--- src/rtl/brk_filt_pkg.sv ---
package brk_filt_pkg;
  localparam int CODE_W = 4;
  localparam int CNT_W  = 4;
  localparam int DIVL_W = 3;
  localparam int PSC_W  = 5;

  typedef struct packed {
    logic              bypass;
    logic              kernel;
    logic [DIVL_W-1:0] div_log2;
    logic [CNT_W-1:0]  n_req;
  } filt_cfg_t;
endpackage

--- src/rtl/brk_filt_decode.sv ---
module brk_filt_decode
  import brk_filt_pkg::*;
(
  input  logic [CODE_W-1:0] code_i,
  output filt_cfg_t         cfg_o
);
  always_comb begin
    cfg_o.bypass   = (code_i == '0);
    cfg_o.kernel   = (code_i <= CODE_W'(3));
    cfg_o.div_log2 = '0;
    cfg_o.n_req    = CNT_W'(1);
    unique case (code_i)
      4'd0:  cfg_o.n_req = CNT_W'(1);
      4'd1:  cfg_o.n_req = CNT_W'(2);
      4'd2:  cfg_o.n_req = CNT_W'(4);
      4'd3:  cfg_o.n_req = CNT_W'(8);
      4'd4:  begin cfg_o.div_log2 = DIVL_W'(1); cfg_o.n_req = CNT_W'(6); end
      4'd5:  begin cfg_o.div_log2 = DIVL_W'(1); cfg_o.n_req = CNT_W'(8); end
      4'd6:  begin cfg_o.div_log2 = DIVL_W'(2); cfg_o.n_req = CNT_W'(6); end
      4'd7:  begin cfg_o.div_log2 = DIVL_W'(2); cfg_o.n_req = CNT_W'(8); end
      4'd8:  begin cfg_o.div_log2 = DIVL_W'(3); cfg_o.n_req = CNT_W'(6); end
      4'd9:  begin cfg_o.div_log2 = DIVL_W'(3); cfg_o.n_req = CNT_W'(8); end
      4'd10: begin cfg_o.div_log2 = DIVL_W'(4); cfg_o.n_req = CNT_W'(5); end
      4'd11: begin cfg_o.div_log2 = DIVL_W'(4); cfg_o.n_req = CNT_W'(6); end
      4'd12: begin cfg_o.div_log2 = DIVL_W'(4); cfg_o.n_req = CNT_W'(8); end
      4'd13: begin cfg_o.div_log2 = DIVL_W'(5); cfg_o.n_req = CNT_W'(5); end
      4'd14: begin cfg_o.div_log2 = DIVL_W'(5); cfg_o.n_req = CNT_W'(6); end
      default: begin cfg_o.div_log2 = DIVL_W'(5); cfg_o.n_req = CNT_W'(8); end
    endcase
  end
endmodule

--- src/rtl/brk_filt_prescale.sv ---
module brk_filt_prescale
  import brk_filt_pkg::*;
(
  input  logic              clk_i,
  input  logic              rst_ni,
  input  logic              tick_i,
  input  logic              restart_i,
  input  logic              bypass_i,
  input  logic              kernel_i,
  input  logic [DIVL_W-1:0] div_log2_i,
  output logic              strobe_o,
  output logic [PSC_W-1:0]  psc_o
);
  logic [PSC_W-1:0] psc_q, psc_d, term;
  logic             hold_zero;

  assign term      = (PSC_W'(1) << div_log2_i) - PSC_W'(1);
  assign hold_zero = restart_i | bypass_i | kernel_i;

  always_comb begin
    psc_d = psc_q;
    if (hold_zero)          psc_d = '0;
    else if (tick_i)        psc_d = (psc_q == term) ? '0 : psc_q + PSC_W'(1);
  end

  always_ff @(posedge clk_i or negedge rst_ni) begin
    if (!rst_ni) psc_q <= '0;
    else         psc_q <= psc_d;
  end

  always_comb begin
    strobe_o = 1'b0;
    if (!restart_i && !bypass_i)
      strobe_o = kernel_i | (tick_i & (psc_q == term));
  end

  assign psc_o = psc_q;
endmodule

--- src/rtl/brk_filt_run.sv ---
module brk_filt_run
  import brk_filt_pkg::*;
(
  input  logic             clk_i,
  input  logic             rst_ni,
  input  logic             raw_i,
  input  logic             strobe_i,
  input  logic             restart_i,
  input  logic             bypass_i,
  input  logic [CNT_W-1:0] n_req_i,
  output logic             level_o,
  output logic [CNT_W-1:0] cnt_o
);
  logic             level_q, level_d;
  logic [CNT_W-1:0] cnt_q, cnt_d;
  logic [CNT_W:0]   cnt_inc;

  assign cnt_inc = {1'b0, cnt_q} + (CNT_W+1)'(1);

  always_comb begin
    level_d = level_q;
    cnt_d   = cnt_q;
    if (bypass_i) begin
      level_d = raw_i;
      cnt_d   = '0;
    end else if (restart_i) begin
      cnt_d   = '0;
    end else if (strobe_i) begin
      if (raw_i == level_q) begin
        cnt_d = '0;
      end else if (cnt_inc >= {1'b0, n_req_i}) begin
        level_d = raw_i;
        cnt_d   = '0;
      end else begin
        cnt_d = cnt_inc[CNT_W-1:0];
      end
    end
  end

  always_ff @(posedge clk_i or negedge rst_ni) begin
    if (!rst_ni) begin
      level_q <= 1'b0;
      cnt_q   <= '0;
    end else begin
      level_q <= level_d;
      cnt_q   <= cnt_d;
    end
  end

  assign level_o = level_q;
  assign cnt_o   = cnt_q;
endmodule

--- src/rtl/brk_filter.sv ---
module brk_filter
  import brk_filt_pkg::*;
(
  input  logic              clk_i,
  input  logic              rst_ni,
  input  logic              dts_tick_i,
  input  logic              brk_raw_i,
  input  logic [CODE_W-1:0] code_i,
  output logic              brk_filt_o
);
  logic              rst_meta_q, rst_n;
  logic [CODE_W-1:0] code_q;
  logic              cfg_restart;
  filt_cfg_t         cfg;
  logic              sample_stb;
  logic [PSC_W-1:0]  psc_cnt;
  logic [CNT_W-1:0]  run_cnt;
  logic              held_level;
  logic              bypass, kernel_rate;
  logic [CNT_W-1:0]  need_cnt;

  always_ff @(posedge clk_i or negedge rst_ni) begin
    if (!rst_ni) begin
      rst_meta_q <= 1'b0;
      rst_n      <= 1'b0;
    end else begin
      rst_meta_q <= 1'b1;
      rst_n      <= rst_meta_q;
    end
  end

  always_ff @(posedge clk_i or negedge rst_n) begin
    if (!rst_n) code_q <= '0;
    else        code_q <= code_i;
  end

  assign cfg_restart = (code_i != code_q);

  brk_filt_decode u_dec (
    .code_i (code_i),
    .cfg_o  (cfg)
  );

  assign bypass      = cfg.bypass;
  assign kernel_rate = cfg.kernel;
  assign need_cnt    = cfg.n_req;

  brk_filt_prescale u_psc (
    .clk_i      (clk_i),
    .rst_ni     (rst_n),
    .tick_i     (dts_tick_i),
    .restart_i  (cfg_restart),
    .bypass_i   (bypass),
    .kernel_i   (kernel_rate),
    .div_log2_i (cfg.div_log2),
    .strobe_o   (sample_stb),
    .psc_o      (psc_cnt)
  );

  brk_filt_run u_run (
    .clk_i     (clk_i),
    .rst_ni    (rst_n),
    .raw_i     (brk_raw_i),
    .strobe_i  (sample_stb),
    .restart_i (cfg_restart),
    .bypass_i  (bypass),
    .n_req_i   (need_cnt),
    .level_o   (held_level),
    .cnt_o     (run_cnt)
  );

  assign brk_filt_o = bypass ? brk_raw_i : held_level;
endmodule

--- config.mk ---
export PLATFORM = sky130hd
export DESIGN_NAME = brk_filter
export DESIGN_NICKNAME = d
export VERILOG_FILES = /design/src/rtl/brk_filt_pkg.sv /design/src/rtl/brk_filt_decode.sv /design/src/rtl/brk_filt_prescale.sv /design/src/rtl/brk_filt_run.sv /design/src/rtl/brk_filter.sv
export SDC_FILE = /design/constraint.sdc
export NUM_CORES = 1
export LEC_CHECK = 0
export BUFFER_PORTS_ARGS = -buffer_cell sky130_fd_sc_hd__buf_2
export CORE_UTILIZATION = 65
export CTS_BUF_LIST = sky130_fd_sc_hd__clkbuf_2 sky130_fd_sc_hd__clkbuf_4 sky130_fd_sc_hd__clkbuf_8
export DETAILED_ROUTE_END_ITERATION = 10
export GPL_TIMING_DRIVEN = 1
export PLACE_DENSITY = 0.86
export SKIP_LAST_GASP = 1
export SLEW_MARGIN = 15
export SYNTH_ARGS = -nofsm -noshare
export SYNTH_HDL_FRONTEND = slang
export SYNTH_SLANG_ARGS = --single-unit
--- constraint.sdc ---
create_clock -name clk_i -period 2.9 [get_ports clk_i]
set_clock_uncertainty 0.1 [all_clocks]
set_input_delay 0.29 -clock clk_i [delete_from_list [all_inputs] [get_ports clk_i]]
set_output_delay 0.29 -clock clk_i [all_outputs]
set_load 0.05 [all_outputs]
==> results of run 1 <==
[power by group]
group / internal, mW / switching, mW
Combinational: 0.0336 / 0.0566
Clock: 0.0766 / 0.0747
Sequential: 0.231 / 0.00942
[synthesized netlist by cell type (2+ instances only)]
cell / n / area [um2]
sky130_fd_sc_hd__a211oi_1: 2 / 15.0
sky130_fd_sc_hd__a21o_1: 2 / 15.0
sky130_fd_sc_hd__a21oi_1: 3 / 15.0
sky130_fd_sc_hd__a31oi_1: 5 / 31.3
sky130_fd_sc_hd__a32o_1: 3 / 30.0
sky130_fd_sc_hd__buf_2: 3 / 15.0
sky130_fd_sc_hd__dfrtp_1: 16 / 400
sky130_fd_sc_hd__ha_1: 6 / 75.1
sky130_fd_sc_hd__inv_1: 4 / 15.0
sky130_fd_sc_hd__nand2_1: 12 / 45.0
sky130_fd_sc_hd__nand2b_1: 7 / 43.8
sky130_fd_sc_hd__nand3_1: 4 / 20.0
sky130_fd_sc_hd__nor2_1: 7 / 26.3
sky130_fd_sc_hd__nor3_1: 3 / 15.0
sky130_fd_sc_hd__o211ai_1: 4 / 30.0
sky130_fd_sc_hd__o21ai_0: 4 / 20.0
sky130_fd_sc_hd__o21ai_1: 3 / 15.0
sky130_fd_sc_hd__or2_2: 2 / 12.5
sky130_fd_sc_hd__xnor2_1: 8 / 70.1
sky130_fd_sc_hd__xor2_1: 3 / 26.3
[critical path: cells and delay by family, from the launching register on]
family / cells / cell delay (ns)
adder cells (fa/ha/maj): 2 / 0.52
AO/OA/AOI/OAI: 3 / 0.54
multiplexers: 1 / 0.36
AND/OR/NAND/NOR: 3 / 0.27
flip-flops: 1 / 0.45
[registers in the layout (all words and copies together), names as in the netlist]
name           cells
u_run.cnt_o        4
rst_n              1
rst_meta_q         1
u_run.level_o      1
u_psc.psc_o        5
code_q             4
[stage by stage]
step | hold WS (ns) | cell area [um2] | util, %
floorplan | -0.106 | 1090 | -
global placement | -0.0244 | 1130 | 73.3
detailed placement | -0.0137 | 1130 | 73.3
CTS | 0.121 | 1180 | 76.3
global route | 0.124 | 1180 | 76.3
finish | 0.127 | 1180 | 76.3
[worst max-delay path by stage]
| stage | endpoint | slack (ns) | startpoint | cells after the start |
|---|---|---|---|---|
| 2_1_floorplan | u_run.level_o | 0.55 | code_i[1] | 10 |
| 3_3_place_gp | u_run.level_o | 0.39 | code_i[2] | 11 |
| 3_5_place_dp | u_run.level_o | 0.29 | code_i[2] | 10 |
| 4_1_cts | u_run.level_o | 0.56 | u_run.cnt_o[0] | 9 |
| 5_1_grt | u_run.level_o | 0.38 | u_run.cnt_o[0] | 9 |
| 6_report | u_run.level_o | 0.57 | u_run.cnt_o[0] | 9 |
[cell families after synthesis]
logic type	after synthesis
and+or+nand+nor	43
AOI/OAI and AO/OA	33
DFF	16
xor gates and xnor gates	11
buffers and inverters	8
adders and majority gates	6
muxes	2
other	1
[layout make-up]
cell class,count,area (um2),share of cell area (%)
Sequential cell,16,400,34.0
Multi-Input combinational cell,96,654,55.6
Inverter,4,15.0,1.28
Timing Repair Buffer,9,50.0,4.26
Tap cell,16,20.0,1.70
Clock buffer,4,36.3,3.09
[metal layers]
| layer | part of all wire, % | up-vias | global-route usage [%] |
|---|---|---|---|
| met5 | 0 | - | 0 |
| met4 | 3.6 | 0 | 17.5 |
| met1 | 46 | 428 | 41.0 |
| met3 | 4.6 | 9 | 4.68 |
| met2 | 46 | 36 | 43.3 |
| li1 | - | 461 | - |
[repair_timing]
item                                   in CTS  in global routing
resized for setup                           0                  0
endpoints found under the hold margin       2                  0
hold buffers                                1                  0
==> impl_results.md, run 1 <==
* Maximum clock rate at approximately 430 MHz
* Number of global-route vias before repair at ~860
* Remaining global-route overflow at 0
* Initial antenna violation count at 0
* Library cells used by synthesis at 39
* Boundary pin count at 9
* Die Span Y at around 43 um
* Endpoint of the worst-slack reg-to-reg timing path: u_run.level_o
* DR vias/cell at 6.44
* Crit path max-delay cell type: sky130_fd_sc_hd__dfrtp_1
* Clk root buf: sky130_fd_sc_hd__clkbuf_4
* Xor-xnor portion of the synthesized cell area at 8.85%
* Diodes inserted at 0
* First-iteration detailed-routing DRC count at 44
* Cell area after technology mapping at 0.00109 mm2
* Post-synthesis sequential area ratio at between 30% and 40%
* Clock buffers created by TritonCTS at 3
* Number of levels the H-tree was split into at 1
* Area share of fa/ha/maj cells after synthesis at between 6 and 7%
* Total power divided by cell area at between 400 and 500 mW/mm2
* Maximum net fanout on the critical path at 5
* Post-Syn Area per Cell at roughly 9.1 um2
* Arrival time of data at the critical path endpoint at ~2.4 ns
* Type of origin of the critical path: register
* Least-Margin Pin Slew at between 0.5 and 0.6 ns
* Wire length of the first global-routing pass at between 3000 and 4000 um
* Clock tree from TritonCTS: built
* Pin count of the biggest net entering global routing at 17
* Syn-to-layout area delta at 8.05%
* Final weighted congestion in routability-driven placement at ~0.83
* Worst Hold End: code_q[0]
* Result of the run: complete, no violations
* Min setup slack post-route at 0.565 ns
* Port Buffer Count at 8
* Max-cap check violation count at 0
* Setup_tns at 0 ns
* Leakage dissipation at between 0.5 and 0.6 nW
* DR pass1 iterations at 4
* Area fraction in and, or, nand and nor cells after synthesis at about a fifth
* Dpl ws at between 0.2 and 0.3 ns
* Peak supply drop at between 400 and 500 uV
* Yosys synthesis warning count at 0
* Top flip-flop cell by instance count after synthesis: sky130_fd_sc_hd__dfrtp_1
* Floorplan Core Area at approximately 0.0015 mm2
* Min-Delay Path Depth at 1
* Cell Count Post-Placement at 140
* Overall power of the completed layout at 0.482 mW
* Endpoint kind of the worst setup timing path: register
* Die X-Extent at 42.9 um
* Final standard cell count with taps included and fillers excluded at 145
* Type of the tightest min-delay check: primary input to register
* RSZ-0062 raised after global routing: false
* Vias at roughly 930
* FILL cells at 110
* Total of flip-flops plus latches after synthesis at 16
* Wire per inst at 15.5 um
* Most common cell after layout, fill and taps aside: sky130_fd_sc_hd__dfrtp_1
* Sinks on the clock net at 16
* Ratio of cells with drive above 1 in the final layout at a little over an eighth
* Number of synthesized flops with an enable pin at 0
* Std cell rows at 14
* Hold Violations, Final at 0
* Beginning of the worst register-to-register path: u_run.cnt_o[0]
* Critical Path, Cell by Cell: ha_1, nand2b_1, nand2_1, ha_1, o21ai_0, o21ai_1, nand2_1, o32ai_2, mux2_1
* Wire length after detailed routing at 2250 um
* Area enclosed by the die boundary at approximately 0.0018 mm2
* Most used cells in the layout excluding fill and tap cells: sky130_fd_sc_hd__dfrtp_1, sky130_fd_sc_hd__nand2_1, sky130_fd_sc_hd__xnor2_1, sky130_fd_sc_hd__buf_2
* Hold Path Origin: code_i[0]
* Max-Slew Margin vs Limit at about three fifths
* Post-detailed-route DRC marker count at 0
* Number of instances in the synthesized netlist at between 100 and 150
* Synthesized Nets at roughly 130
* Largest buffer count on any clock path at 2
* Worst reg-to-reg setup slack at about 0.57 ns
* Post-synthesis compound-gate area fraction at a little over a fifth
* Overall Global Routing Usage at slightly below 30%
* Buffers inserted during post-CTS setup optimization at 0
* Largest family of logic cells by synthesized area: compound AO/OA/AOI/OAI gates
* Fraction of registers with async set/reset at 100%
* Total half-perimeter wirelength after legalization and detailed placement at 1620 um
* Reg clk slew, reported paths at roughly 0.1 ns
* Worst setup path category: register to register
* Share of cell area taken by muxes after synthesis at around 2.1%
* Final critical-path share of the clock period at approximately four fifths
* Total of endpoints with negative setup slack in the final report at 0
* Largest incremental delay on the critical path at approximately 0.45 ns
* Required @ worst endpoint at approximately 3.0 ns
* Final period demand of the worst path at between 2 and 2.5 ns
* Worst r2r path cells at 9
* Initial Utilization at 70.6%
* Worst-skew pair later-pin latency at 0.30 ns
* Final net count at 144
* ANT nets after route at 0
* Slew Viols, Final at 0
Note: power is estimated with default switching activity, not from simulation.
==> run 2, diff against run 1 <==
CORE_UTILIZATION = 55   (was 65)
PLACE_DENSITY = 0.77   (was 0.86)
clock period = 1.9 ns   (was 2.9 ns; I/O delays follow)
==> impl_results.md, run 2 <==
* Largest cells by area after synthesis: sky130_fd_sc_hd__dfrtp_1, sky130_fd_sc_hd__ha_1, sky130_fd_sc_hd__xnor2_1, sky130_fd_sc_hd__nand2_1, sky130_fd_sc_hd__nand2b_1
* Yosys synthesis warning count at 0
* Final worst endpoint reported by repair_timing after global routing: u_run.level_o$_DFFE_PN0P_/D
* Top flip-flop cell by instance count after synthesis: sky130_fd_sc_hd__dfrtp_1
* Number of levels the H-tree was split into at 1
* Type of pin the worst path ends at: register data pin
* Total of flip-flops plus latches after synthesis at 16
* Die Span Y at approximately 46 um
* Total half-perimeter wirelength after legalization and detailed placement at 2100 um
* Cell area after technology mapping at between 0.001 and 0.0015 mm2
* Std cell rows at 15
* Clk root buf: sky130_fd_sc_hd__clkbuf_4
* Fraction of registers with async set/reset at 100%
* Most frequent cells after synthesis: sky130_fd_sc_hd__dfrtp_1, sky130_fd_sc_hd__nand2_1, sky130_fd_sc_hd__xnor2_1, sky130_fd_sc_hd__nand2b_1, sky130_fd_sc_hd__nor2_1
* Port Buffer Count at 8
* Sinks on the clock net at 16
* Area fraction of the dominant cell type after synthesis at about 37%
* Number of synthesized flops with an enable pin at 0
* Clock buffers created by TritonCTS at 3
* Post-Syn Area per Cell at slightly above 9 um2
* Pin count of the biggest net entering global routing at 15
* Boundary pin count at 9
* Most repeated cell in the gate-level netlist after synthesis: sky130_fd_sc_hd__dfrtp_1
* Die X-Extent at 46.5 um
* Post-synthesis sequential area ratio at a little under two fifths
* Synthesized Nets at 134
* Leading area contributor after synthesis: sky130_fd_sc_hd__dfrtp_1
* Number of instances in the synthesized netlist at 120
* Run-stopping error: [ERROR DPL-0038] Utilization greater than 100%, impossible to legalize
* Stage where the flow stopped: global routing (5_1_grt)
* Result of the run: stopped before the end
* Library cells used by synthesis at 39
* Largest buffer count on any clock path at 2
* Initial Utilization at around three fifths
* Final weighted congestion in routability-driven placement at 0.844
[run 2: per-stage QoR]
stage / std cells / setup slack (ns) / util [%] / cell area, um2
after floorplan: 120 / -0.228 / - / 1160
after global placement: 180 / -0.397 / 79.1 / 1410
after detailed placement: 180 / -0.467 / 79.1 / 1410
after CTS: 199 / -0.281 / 92.6 / 1650
[run 2: cell families after synthesis]
kind of cell,after synthesis,synth area share [%]
compound gates,33,21.7
xor+xnor,11,8.85
fa+ha+maj,6,6.90
buf+inv,8,3.10
flops,16,36.8
mux,2,2.07
other cells,1,0.344
simple gates,43,20.2
[run 2: timing repair]
item                                    CTS
hold endpoints to repair                  2
endpoints found under the setup margin    6
pin swaps                                 8
hold buffers                              1
setup buffers                            14
resized for setup                        16
==> run 3, diff against run 2 <==
CORE_AREA = 2 2 63 65   (was default)
CORE_UTILIZATION = default   (was 55)
CTS_BUF_LIST = default   (was sky130_fd_sc_hd__clkbuf_2 sky130_fd_sc_hd__clkbuf_4 sky130_fd_sc_hd__clkbuf_8)
DIE_AREA = 0 0 65 67   (was default)
PLACE_DENSITY = default   (was 0.77)
PLACE_DENSITY_LB_ADDON = 0.15   (was default)
clock period = 2.45 ns   (was 1.9 ns; I/O delays follow)
==> impl_results.md, run 3 (synthesis results as in run 1) <==
* Result of the run: complete, no violations
* Total half-perimeter wirelength after legalization and detailed placement at a little under 2000 um
* Max-cap check violation count at 0
* Arrival time of data at the critical path endpoint at between 2 and 2.5 ns
* Min setup slack post-route at approximately 0.17 ns
* Diodes inserted at 0
* Flip-flop count of the largest register after layout at 5
* First-iteration detailed-routing DRC count at 45
* Ratio of cells with drive above 1 in the final layout at 17.6%
* Number of levels the H-tree was split into at 1
* Wire per inst at roughly 14 um
* Highest-utilization routing layer at the global route stage: met2
* Type of origin of the critical path: register
* Fraction of met1 tracks used by global routing at approximately 17%
* RSZ-0062 raised after global routing: false
* Number of global-route vias before repair at a little under 900
* Most common cell after layout, fill and taps aside: sky130_fd_sc_hd__dfrtp_1
* Maximum clock rate at 438 MHz
* Most used cells in the layout excluding fill and tap cells: sky130_fd_sc_hd__dfrtp_1, sky130_fd_sc_hd__nand2_1, sky130_fd_sc_hd__xnor2_1, sky130_fd_sc_hd__buf_2
* Wire length of the first global-routing pass at between 4000 and 5000 um
* Endpoint kind of the worst setup timing path: register
* Sinks on the clock net at 16
* Final period demand of the worst path at 2.28 ns
* Initial Utilization at around 30%
* Pin count of the biggest net entering global routing at 15
* Final net count at ~150
* Least-Margin Pin Slew at between 0.6 and 0.7 ns
* Syn-to-layout area delta at 18.3%
* Boundary pin count at 9
* Max-Slew Margin vs Limit at 57.9%
* Peak supply drop at roughly 260 uV
* Post-CTS Hold Buffers at 1
* Overall power of the completed layout at 0.643 mW
* DR vias/cell at approximately 5
* Vias at 941
* Floorplan Core Area at ~0.0036 mm2
* ANT nets after route at 0
* Wire length after detailed routing at ~2500 um
* Met2 GRT Util at slightly above 20%
* Slew Viols, Final at 0
* Worst setup path category: register to register
* Buffers inserted during post-CTS setup optimization at 0
* Port Buffer Count at 8
* Type of the tightest min-delay check: register to async pin
* Dpl ws at just under 0.07 ns
* Leakage dissipation at approximately 0.55 nW
* Final standard cell area without fillers at 0.00129 mm2
* Final weighted congestion in routability-driven placement at a little over 0.8
* FILL cells at about 380
* Largest buffer count on any clock path at 2
* Total of endpoints with negative setup slack in the final report at 0
* Clk root buf: sky130_fd_sc_hd__clkbuf_8
* Setup_tns at 0 ns
* Final core utilization at a little over a third
* Remaining global-route overflow at 0
* Final critical-path share of the clock period at roughly 93%
* Area enclosed by the die boundary at ~0.0044 mm2
* Total power divided by cell area at 499 mW/mm2
* DR pass1 iterations at 4
* Overall Global Routing Usage at about an eighth
* Clock tree from TritonCTS: built
* Initial antenna violation count at 0
* Clock buffers created by TritonCTS at 3
* Worst-skew pair later-pin latency at between 0.2 and 0.3 ns
* Post-detailed-route DRC marker count at 0
* Required @ worst endpoint at 2.50 ns
* Maximum net fanout on the critical path at 5
* Global routing usage on met3 at ~2%
* Placement-stage cell area at roughly 0.0012 mm2
* Die X-Extent at 65 um
* Number of gates resized after cts at 0
* Reg clk slew, reported paths at approximately 0.07 ns
* Std cell rows at 22
* Die Span Y at between 60 and 70 um
* Hold Violations, Final at 0
run 3: path summary, 6_finish.rpt:
check	endpoint	slack (ns)	depth (start not counted)	startpoint
min in group clk_i	u_run.level_o	0.15	2	brk_raw_i
setup / recovery	u_run.level_o	0.17	9	u_run.cnt_o[0]
hold reg to reg	u_run.cnt_o[2]	0.15	0	rst_n
max in group asynchronous	code_q[1]	1.68	0	rst_n
hold / removal	u_run.cnt_o[2]	0.15	0	rst_n
setup reg to reg	u_run.level_o	0.17	9	u_run.cnt_o[0]
run 3: area by class of cell:
| cell class | instances | area, um2 | area share [%] |
|---|---|---|---|
| tap | 48 | 60.1 | 4.66 |
| inverter | 4 | 15.0 | 1.17 |
| timing repair buffer | 16 | 103 | 7.97 |
| multi-input combinational | 96 | 654 | 50.8 |
| sequential | 16 | 400 | 31.1 |
| clock buffer | 4 | 55.1 | 4.28 |
run 3: metrics by stage:
stage               instances  hold slack, ns
CTS                       184           0.144
global placement          179         -0.0701
floorplan                 120          -0.151
finish                    184           0.146
global route              184           0.151
detailed placement        179         -0.0660
run 3: metal layers:
metal  wire length [um]  up-vias
met5                  0        -
met4                 67        0
met3                 67        4
met2               1150       13
met1               1250      449
li1                   -      475
run 3: report_power, final:
part | internal (mW) | total, mW | switching (mW) | leakage [nW]
registers | 0.273 | 0.284 | 0.0110 | 0.208
logic | 0.0463 | 0.116 | 0.0695 | 0.317
clock network | 0.143 | 0.243 | 0.0999 | 0.0288
run 3: critical path, cell delays in order (launching register included):
cell                       delay (ns)
sky130_fd_sc_hd__dfrtp_1         0.43
sky130_fd_sc_hd__ha_1            0.26
sky130_fd_sc_hd__nand2b_1        0.10
sky130_fd_sc_hd__nand2_1         0.07
sky130_fd_sc_hd__ha_1            0.27
sky130_fd_sc_hd__o21ai_0         0.07
sky130_fd_sc_hd__o21ai_1         0.22
sky130_fd_sc_hd__nand2_1         0.10
sky130_fd_sc_hd__o32ai_2         0.22
sky130_fd_sc_hd__mux2_1          0.34
==> run 4, diff against run 3 <==
CORE_AREA = default   (was 2 2 63 65)
CORE_UTILIZATION = 30   (was default)
DIE_AREA = default   (was 0 0 65 67)
==> impl_results.md, run 4 (synthesis results as in run 1) <==
* Number of levels the H-tree was split into at 1
* Initial antenna violation count at 0
* Reg clk slew, reported paths at ~0.09 ns
* Max-Slew Margin vs Limit at 60.9%
* Die Span Y at a little over 60 um
* Post-detailed-route DRC marker count at 0
* Leakage dissipation at roughly 0.54 nW
* ANT nets after route at 0
* Least-Margin Pin Slew at a little under 0.6 ns
* Initial Utilization at a little under a third
* Max-cap check violation count at 0
* Total half-perimeter wirelength after legalization and detailed placement at approximately 1800 um
* FILL cells at roughly 370
* Clock buffers created by TritonCTS at 3
* Slew Viols, Final at 0
* Wire length after detailed routing at roughly 2200 um
* Pin count of the biggest net entering global routing at 15
* Min setup slack post-route at roughly 0.20 ns
* Wire per inst at 12.4 um
* Area occupied by multi-input gates at about 660 um2
* Largest incremental delay on the critical path at around 0.45 ns
* Wire length of the first global-routing pass at between 3000 and 4000 um
* Worst setup path category: register to register
* Sequential cell area at between 400 and 500 um2
* Final period demand of the worst path at between 2 and 2.5 ns
* Final net count at 150
* Critical Path, Cell by Cell: ha_1, nand2b_1, nand2_1, ha_1, o21ai_1, o21ai_2, nand2_1, o32ai_2, mux2_1
* Worst-skew pair later-pin latency at about 0.28 ns
* Final critical-path share of the clock period at around nine tenths
* Number of global-route vias before repair at roughly 830
* Most used cells in the layout excluding fill and tap cells: sky130_fd_sc_hd__dfrtp_1, sky130_fd_sc_hd__nand2_1, sky130_fd_sc_hd__xnor2_1, sky130_fd_sc_hd__buf_2
* Maximum net fanout on the critical path at 5
* Dpl ws at 0.0284 ns
* Buffers inserted during post-CTS setup optimization at 0
* DR pass1 iterations at 4
* Floorplan Core Area at about 0.0034 mm2
* Type of origin of the critical path: register
* Largest buffer count on any clock path at 2
* Area enclosed by the die boundary at slightly below 0.004 mm2
* Peak supply drop at between 150 and 200 uV
* Port Buffer Count at 8
* Ratio of cells with drive above 1 in the final layout at between 10% and 20%
* Diodes inserted at 0
* Required @ worst endpoint at 2.52 ns
* Syn-to-layout area delta at 15.3%
* Crit path max-delay cell type: sky130_fd_sc_hd__dfrtp_2
* Worst reg-to-reg setup slack at slightly above 0.2 ns
* Hold Violations, Final at 0
* Total power divided by cell area at 429 mW/mm2
* Vias at just under 900
* Overall Global Routing Usage at about an eighth
* Boundary pin count at 9
* Remaining global-route overflow at 0
* Arrival time of data at the critical path endpoint at between 2 and 2.5 ns
* Flip-flop count of the largest register after layout at 5
* First-iteration detailed-routing DRC count at 28
* Clk root buf: sky130_fd_sc_hd__clkbuf_4
* DR vias/cell at between 4 and 5
* RSZ-0062 raised after global routing: false
* Die X-Extent at between 60 and 70 um
* Endpoint kind of the worst setup timing path: register
* Sinks on the clock net at 16
* Std cell rows at 21
* Final core utilization at between 30 and 40%
* Final weighted congestion in routability-driven placement at slightly below 0.8
* Result of the run: complete, no violations
* Type of the tightest min-delay check: primary input to register
* Maximum clock rate at ~450 MHz
* Total of endpoints with negative setup slack in the final report at 0
* Kind of cell adding the most delay to the critical path: compound AO/OA/AOI/OAI gates
* Setup_tns at 0 ns
* Clock tree from TritonCTS: built
* Most common cell after layout, fill and taps aside: sky130_fd_sc_hd__dfrtp_1
* Count of buffer and inverter cells on the critical path at 0
-- run 4: cell count changes in the layout (fill, tap and decap cells not counted), sizes merged --
cell	change
buf	-1
clkbuf	-1
-- run 4: power breakdown --
| part | switching [mW] | internal [mW] | total, mW | leakage (nW) |
|---|---|---|---|---|
| clock network | 0.0826 | 0.0570 | 0.140 | 0.0138 |
| logic | 0.0677 | 0.0466 | 0.114 | 0.315 |
| registers | 0.0113 | 0.273 | 0.284 | 0.206 |
-- run 4: metrics by stage --
step	hold WS [ns]	instances	power [mW]	cell area, um2
3_3_place_gp	-0.0703	176	0.401	1210
3_5_place_dp	-0.0688	176	0.402	1210
2_1_floorplan	-0.151	120	0.367	1090
6_report	0.135	180	0.538	1250
5_1_grt	0.131	180	0.573	1250
4_1_cts	0.125	180	0.549	1240
-- run 4: final cells by class --
cell class,count,share of cell area [%]
multi-input combinational,96,52.8
sequential,16,32.0
timing repair buffer,15,7.58
tap,46,4.59
clock buffer,3,1.79
inverter,4,1.20
-- run 4: metal layers --
metal  share of wire (%)  GRT usage, %
met5                   0             0
met3                 1.5          2.21
met2                  47          20.7
met1                  51          16.8
met4                0.85          5.23
-- run 4: worst paths after layout --
check / depth (start not counted) / to / from
min in group asynchronous: 0 / code_q[1] / rst_n
hold / removal: 2 / u_run.level_o / brk_raw_i
setup / recovery: 9 / u_run.level_o / u_run.cnt_o[0]
max in group asynchronous: 0 / u_run.cnt_o[0] / rst_n
hold reg to reg: 0 / code_q[1] / rst_n
setup reg to reg: 9 / u_run.level_o / u_run.cnt_o[0]
-- run 4: what timing repair did --
item,4_1_cts,5_1_grt
endpoints found under the hold margin,2,0
resized for setup,0,4
endpoints found under the setup margin,0,2
hold buffers,1,0
